## src/rtl/sreg_pkg.sv

```systemverilog
package sreg_pkg;

   // update timing class of one register slot
   typedef enum logic [1:0] {
      UPD_NOW = 2'd0,
      UPD_VD  = 2'd1,
      UPD_SCP = 2'd2
   } upd_class_e;

   // the three serial pins as one bundle
   typedef struct packed {
      logic sck;
      logic load_n;
      logic sdat;
   } ser_pins_t;

   localparam ser_pins_t PINS_IDLE = '{sck: 1'b0, load_n: 1'b1, sdat: 1'b0};

endpackage

```

## src/rtl/sreg_sync.sv

```systemverilog
module sreg_sync #(
   parameter int unsigned W      = 3,
   parameter int unsigned STAGES = 2,
   parameter logic [W-1:0] RST   = '0
)(
   input  logic         clk,
   input  logic         rst_n,
   input  logic [W-1:0] d,
   output logic [W-1:0] q
);

   generate
      if (STAGES == 0) begin : g_pass
         assign q = d;
      end else begin : g_chain
         logic [W-1:0] st [STAGES];
         always_ff @(posedge clk or negedge rst_n) begin
            if (!rst_n) begin
               for (int i = 0; i < int'(STAGES); i++) st[i] <= RST;
            end else begin
               st[0] <= d;
               for (int i = 1; i < int'(STAGES); i++) st[i] <= st[i-1];
            end
         end
         assign q = st[STAGES-1];
      end
   endgenerate

endmodule

```

## src/rtl/sreg_deframe.sv

```systemverilog
module sreg_deframe #(
   parameter int unsigned ADDR_W = 12,
   parameter int unsigned DATA_W = 28,
   localparam int unsigned FRAME_W = ADDR_W + DATA_W,
   localparam int unsigned CNT_W   = $clog2(FRAME_W + 1)
)(
   input  logic              clk,
   input  logic              rst_n,
   input  logic              sck,
   input  logic              load_n,
   input  logic              sdat,
   output logic              wr_en,
   output logic [ADDR_W-1:0] wr_addr,
   output logic [DATA_W-1:0] wr_data,
   output logic [CNT_W-1:0]  bit_cnt
);

   localparam logic [CNT_W-1:0] CNT_LAST = CNT_W'(FRAME_W - 1);
   localparam logic [CNT_W-1:0] CNT_FULL = CNT_W'(FRAME_W);

   logic               sck_d;
   logic [FRAME_W-1:0] shreg;
   logic [FRAME_W-1:0] frame;
   logic               take;

   // new bit enters at the top, so the first bit ends up at position 0
   assign frame   = {sdat, shreg[FRAME_W-1:1]};
   assign take    = sck && !sck_d && !load_n && (bit_cnt < CNT_FULL);
   assign wr_en   = take && (bit_cnt == CNT_LAST);
   assign wr_addr = frame[ADDR_W-1:0];
   assign wr_data = frame[FRAME_W-1:ADDR_W];

   always_ff @(posedge clk or negedge rst_n) begin
      if (!rst_n) begin
         sck_d   <= 1'b0;
         bit_cnt <= '0;
         shreg   <= '0;
      end else begin
         sck_d <= sck;
         if (load_n)
            bit_cnt <= '0;
         else if (take)
            bit_cnt <= bit_cnt + 1'b1;
         if (take)
            shreg <= frame;
      end
   end

endmodule

```

## src/rtl/sreg_slot.sv

```systemverilog
module sreg_slot
   import sreg_pkg::*;
#(
   parameter int unsigned DATA_W = 28,
   parameter upd_class_e  CLASS  = UPD_NOW
)(
   input  logic              clk,
   input  logic              rst_n,
   input  logic              hit,
   input  logic [DATA_W-1:0] wr_data,
   input  logic              apply,
   output logic [DATA_W-1:0] act
);

   generate
      if (CLASS == UPD_NOW) begin : g_now
         logic unused_apply;
         assign unused_apply = apply;
         always_ff @(posedge clk or negedge rst_n) begin
            if (!rst_n)   act <= '0;
            else if (hit) act <= wr_data;
         end
      end else if (CLASS == UPD_VD || CLASS == UPD_SCP) begin : g_defer
         logic [DATA_W-1:0] shadow;
         logic              pend;
         always_ff @(posedge clk or negedge rst_n) begin
            if (!rst_n) begin
               shadow <= '0;
               pend   <= 1'b0;
               act    <= '0;
            end else begin
               if (hit)           shadow <= wr_data;
               if (apply && pend) act    <= shadow;
               pend <= hit || (pend && !apply);
            end
         end
      end else begin : g_bad_class
         $error("sreg_slot: unsupported update class");
      end
   endgenerate

endmodule

```

## src/rtl/sreg_loader.sv

```systemverilog
module sreg_loader
   import sreg_pkg::*;
#(
   parameter int unsigned ADDR_W      = 12,
   parameter int unsigned DATA_W      = 28,
   parameter int unsigned NUM_REGS    = 8,
   parameter int unsigned BASE_ADDR   = 0,
   parameter int unsigned SYNC_STAGES = 2,
   parameter logic [2*NUM_REGS-1:0] CLASS_MAP = 16'h4924
)(
   input  logic                       clk,
   input  logic                       rst_n,
   input  logic                       ser_clk,
   input  logic                       ser_load_n,
   input  logic                       ser_data,
   input  logic                       vd_strobe,
   input  logic                       scp_strobe,
   output logic [NUM_REGS*DATA_W-1:0] act_regs
);

   localparam int unsigned FRAME_W = ADDR_W + DATA_W;
   localparam int unsigned CNT_W   = $clog2(FRAME_W + 1);

   generate
      if (NUM_REGS == 0 || ADDR_W == 0 || DATA_W == 0) begin : g_bad_size
         $error("sreg_loader: sizes must be non-zero");
      end
      if (BASE_ADDR + NUM_REGS > (64'd1 << ADDR_W)) begin : g_bad_range
         $error("sreg_loader: register window exceeds address space");
      end
   endgenerate

   ser_pins_t pins_raw, pins_s;
   logic      load_s;
   logic              wr_en;
   logic [ADDR_W-1:0] wr_addr;
   logic [DATA_W-1:0] wr_data;
   logic [CNT_W-1:0]  frm_cnt;

   assign pins_raw = '{sck: ser_clk, load_n: ser_load_n, sdat: ser_data};
   assign load_s   = pins_s.load_n;

   sreg_sync #(
      .W      ($bits(ser_pins_t)),
      .STAGES (SYNC_STAGES),
      .RST    (PINS_IDLE)
   ) u_sync (
      .clk   (clk),
      .rst_n (rst_n),
      .d     (pins_raw),
      .q     (pins_s)
   );

   sreg_deframe #(
      .ADDR_W (ADDR_W),
      .DATA_W (DATA_W)
   ) u_deframe (
      .clk     (clk),
      .rst_n   (rst_n),
      .sck     (pins_s.sck),
      .load_n  (load_s),
      .sdat    (pins_s.sdat),
      .wr_en   (wr_en),
      .wr_addr (wr_addr),
      .wr_data (wr_data),
      .bit_cnt (frm_cnt)
   );

   generate
      for (genvar g = 0; g < int'(NUM_REGS); g++) begin : g_slot
         localparam upd_class_e CLS = upd_class_e'(CLASS_MAP[2*g +: 2]);
         logic hit;
         logic apply;
         assign hit   = wr_en && (wr_addr == ADDR_W'(BASE_ADDR + g));
         assign apply = (CLS == UPD_VD) ? vd_strobe : scp_strobe;

         sreg_slot #(
            .DATA_W (DATA_W),
            .CLASS  (CLS)
         ) u_slot (
            .clk     (clk),
            .rst_n   (rst_n),
            .hit     (hit),
            .wr_data (wr_data),
            .apply   (apply),
            .act     (act_regs[g*DATA_W +: DATA_W])
         );
      end
   endgenerate

endmodule

```

## config.mk

```make
export PLATFORM = sky130hd
export DESIGN_NAME = sreg_loader
export DESIGN_NICKNAME = d
export VERILOG_FILES = /design/src/rtl/sreg_pkg.sv /design/src/rtl/sreg_sync.sv /design/src/rtl/sreg_deframe.sv /design/src/rtl/sreg_slot.sv /design/src/rtl/sreg_loader.sv
export SDC_FILE = /design/constraint.sdc
export NUM_CORES = 1
export LEC_CHECK = 0
export CORE_MARGIN = 2
export CORE_UTILIZATION = 30
export CTS_BUF_LIST = sky130_fd_sc_hd__clkbuf_16
export CTS_CLUSTER_DIAMETER = 80
export DETAILED_ROUTE_END_ITERATION = 12
export GPL_TIMING_DRIVEN = 1
export PLACE_DENSITY = 0.59
export SLEW_MARGIN = 30
export SYNTH_ARGS = -nofsm -noshare
export SYNTH_HDL_FRONTEND = slang
export SYNTH_SLANG_ARGS = --single-unit
```

## constraint.sdc

```tcl
create_clock -name clk -period 5.6 [get_ports clk]
set_input_delay 0.84 -clock clk [delete_from_list [all_inputs] [get_ports clk]]
set_output_delay 0.84 -clock clk [all_outputs]
set_load 0.005 [all_outputs]
```

==> run metrics <==
Root Buffer=clkbuf_16; routability cong.=0.697; Starting Density=30.5%; CP cell instances=o21ai_1, nand2_2, buf_4, nor4_4, buf_4, mux2_2; Critical Path RT=6040 ps; outcome=finished, final reports clean; Reg2Reg Depth=6; Most used DFF post-synth=dfrtp_1; Final Cycle Share=54.8%; Residual DRC=0; fin crit period=slightly above 3000 ps; crit-path max FO=42; Inserted Clock Buffers=47; register area share after synthesis=67.0%; CP most frequent cell=buf_4; Layout Skew=13.8 ps; Worst Tran Pin Value=965 ps; CP endpoint kind=flip-flop; Buffers on Ports=230; vias in the first global route=9112; drt wl/cell=20.6 um; standard-cell row count=83; reg2reg setup slack=2530 ps; Mapped Nets=920; Die Ht=about 230 um; Crit path largest cell delay=roughly 730 ps; post-synth cell types=33; post-route total power=around 0.0065 W; critical path type=reg -> reg; Die W=approximately 230 um; crit path launch type=flip-flop; Cell Area, Synth=15700 sq um; CTS tree=built; synthesis warning total=0; leakage power=10.0 nW; io pins=231; DRT Pass-1 Iters=4; DRT iter0 DRCs=291; Post-CTS Hold Buffers=0; HPWL after DPL=25.2 mm; CTS H-tree depth=2; grt peak-use layer=met2; RSZ-0062 raised after global routing=no; vias per cell=around 4.5; Place WS=between 2000 and 3000 ps; Avg Inst Size Synth=about 17 sq um; Post-synth EDFFs=0; slowest cell on the critical path=nor4_4; Post-CTS Setup Bufs=0; Tot GR Track Use=14.5%; GR Util met1=19.3%; Post-CTS Resized=0; worst hold path type=in -> async; die area=54300 sq um; clk_lat worst skew=around 560 ps; setup TNS=0 ps; Cell Area, Placed=18900 sq um; Crit path arrival time=approximately 3500 ps; core area=51600 sq um; worst setup margin=2530 ps; Pins Over Slew Limit=0; Final Instance Area=20500 sq um; maximum VDD drop=0.164 mV; number of max-cap violations=0; max_slew headroom=a little over a third; layout cells sized above 1=approximately two fifths; Layout Nets=1180; Synth Register Bits=421; largest net degree at the start of global routing=140; ANT nets after route=0; GRT met3 Usage=around 3.6%; first-pass GRT wire length=between 50 and 60 mm; FFs w/ async S/R, synth=between 90% and 100%; Via Count=8558; clock buffer depth=3; power per cell area=between 300 and 400 nW/um^2; antenna violations before repair=1; FMAX=0.326 GHz; post-synthesis cell count=912; final setup vio count=0; Clock Sink Count=421; Total Wirelength=roughly 40 mm; Layout area overhead=30.3%; grt ovf=0; worst hold margin=roughly 150 ps; Reg clk slew, reported paths=60 ps; met2 GRT Util=between 20% and 30%; final hold vios=0
[power by group]
part,switching [W],leakage [nW],internal (W)
clock,0.00124,0.824,0.00195
sequential,0.000128,5.85,0.00307
combinational,0.0000740,3.37,0.0000388
total,0.00144,10.0,0.00506
[kinds of logic after synthesis]
kind of cell    Yosys count  share of synthesized area (%)
compound gates            7                          0.310
xor+xnor                  3                          0.167
fa+ha+maj                 1                         0.0795
buf+inv                  39                           1.61
flops                   421                           67.0
mux                     405                           29.0
simple gates             36                           1.84
[synthesized netlist by cell type, drive strengths merged (2+ instances only)]
library cell / number / area share (%)
a21o: 5 / 0.24
nor4b: 2 / 0.19
nand2: 7 / 0.18
clkbuf: 10 / 0.24
xor2: 3 / 0.17
mux2: 404 / 29
nand3: 3 / 0.095
nor2: 5 / 0.12
inv: 2 / 0.048
dfstp: 2 / 0.33
nand2b: 2 / 0.080
buf: 27 / 1.3
and3: 2 / 0.080
nor4: 8 / 0.64
dfrtp: 419 / 67
[flip-flops by register name, summed over array words and instances, names as in the netlist]
name / cells
u_deframe.sck_d: 1
g_slot.u_slot.act: 224
u_sync.g_chain.st: 3
u_deframe.bit_cnt: 6
u_deframe.shreg: 39
g_slot.u_slot.g_defer.pend: 5
g_slot.u_slot.g_defer.shadow: 140
u_sync.q: 3
[worst max-delay path, delay by kind of cell (launching register included)]
kind | cells | cell delay (ps)
simple gates | 2 | 990
flops | 1 | 420
mux | 1 | 380
buf+inv | 2 | 850
compound gates | 1 | 290
[cell usage in the layout, fill, tap and decap left out, types with 5 or more instances in the layout]
cell type,n
dfrtp_1,419
mux2_2,388
clkdlybuf4s50_1,229
clkbuf_16,49
mux2_1,16
inv_1,13
buf_4,13
clkinv_1,8
bufinv_16,8
nor2_1,5
a21o_1,5
clkinv_2,5
[layout make-up]
cell class / instances / area [sq um]
antenna: 1 / 2.50
multi-input combinational: 452 / 4990
timing repair buffer: 248 / 2500
clock inverter: 36 / 375
clock buffer: 49 / 1230
sequential: 421 / 10500
fill: 4788 / 31100
tap: 680 / 851
inverter: 2 / 7.51
[stage by stage]
step / std cells / util (%)
2_1_floorplan: 912 / -
3_3_place_gp: 1801 / 36.5
3_5_place_dp: 1802 / 36.5
4_1_cts: 1887 / 39.6
5_1_grt: 1888 / 39.7
6_report: 1889 / 39.7
[layer usage]
layer | wire (um) | part of all wire, %
met4 | 776 | 2.0
met2 | 18600 | 48
met1 | 17400 | 45
met5 | 0 | 0
met3 | 2050 | 5.3
[final timing paths]
kind / start / endpoint
worst max-delay path: u_deframe.bit_cnt[3]$_DFFE_PN0P_ / g_slot[0].u_slot.act[19]$_DFFE_PN0P_
worst min-delay path: rst_n / g_slot[4].u_slot.g_defer.shadow[27]$_DFFE_PN0P_
worst max register to register: u_deframe.bit_cnt[3]$_DFFE_PN0P_ / g_slot[0].u_slot.act[19]$_DFFE_PN0P_
worst min register to register: u_sync.g_chain.st[5]$_DFF_PN0_ / u_sync.q[2]$_DFF_PN0_
max in group asynchronous: rst_n / g_slot[0].u_slot.act[14]$_DFFE_PN0P_
min in group clk: u_sync.g_chain.st[5]$_DFF_PN0_ / u_sync.q[2]$_DFF_PN0_
(Power assumes the default switching activity.)
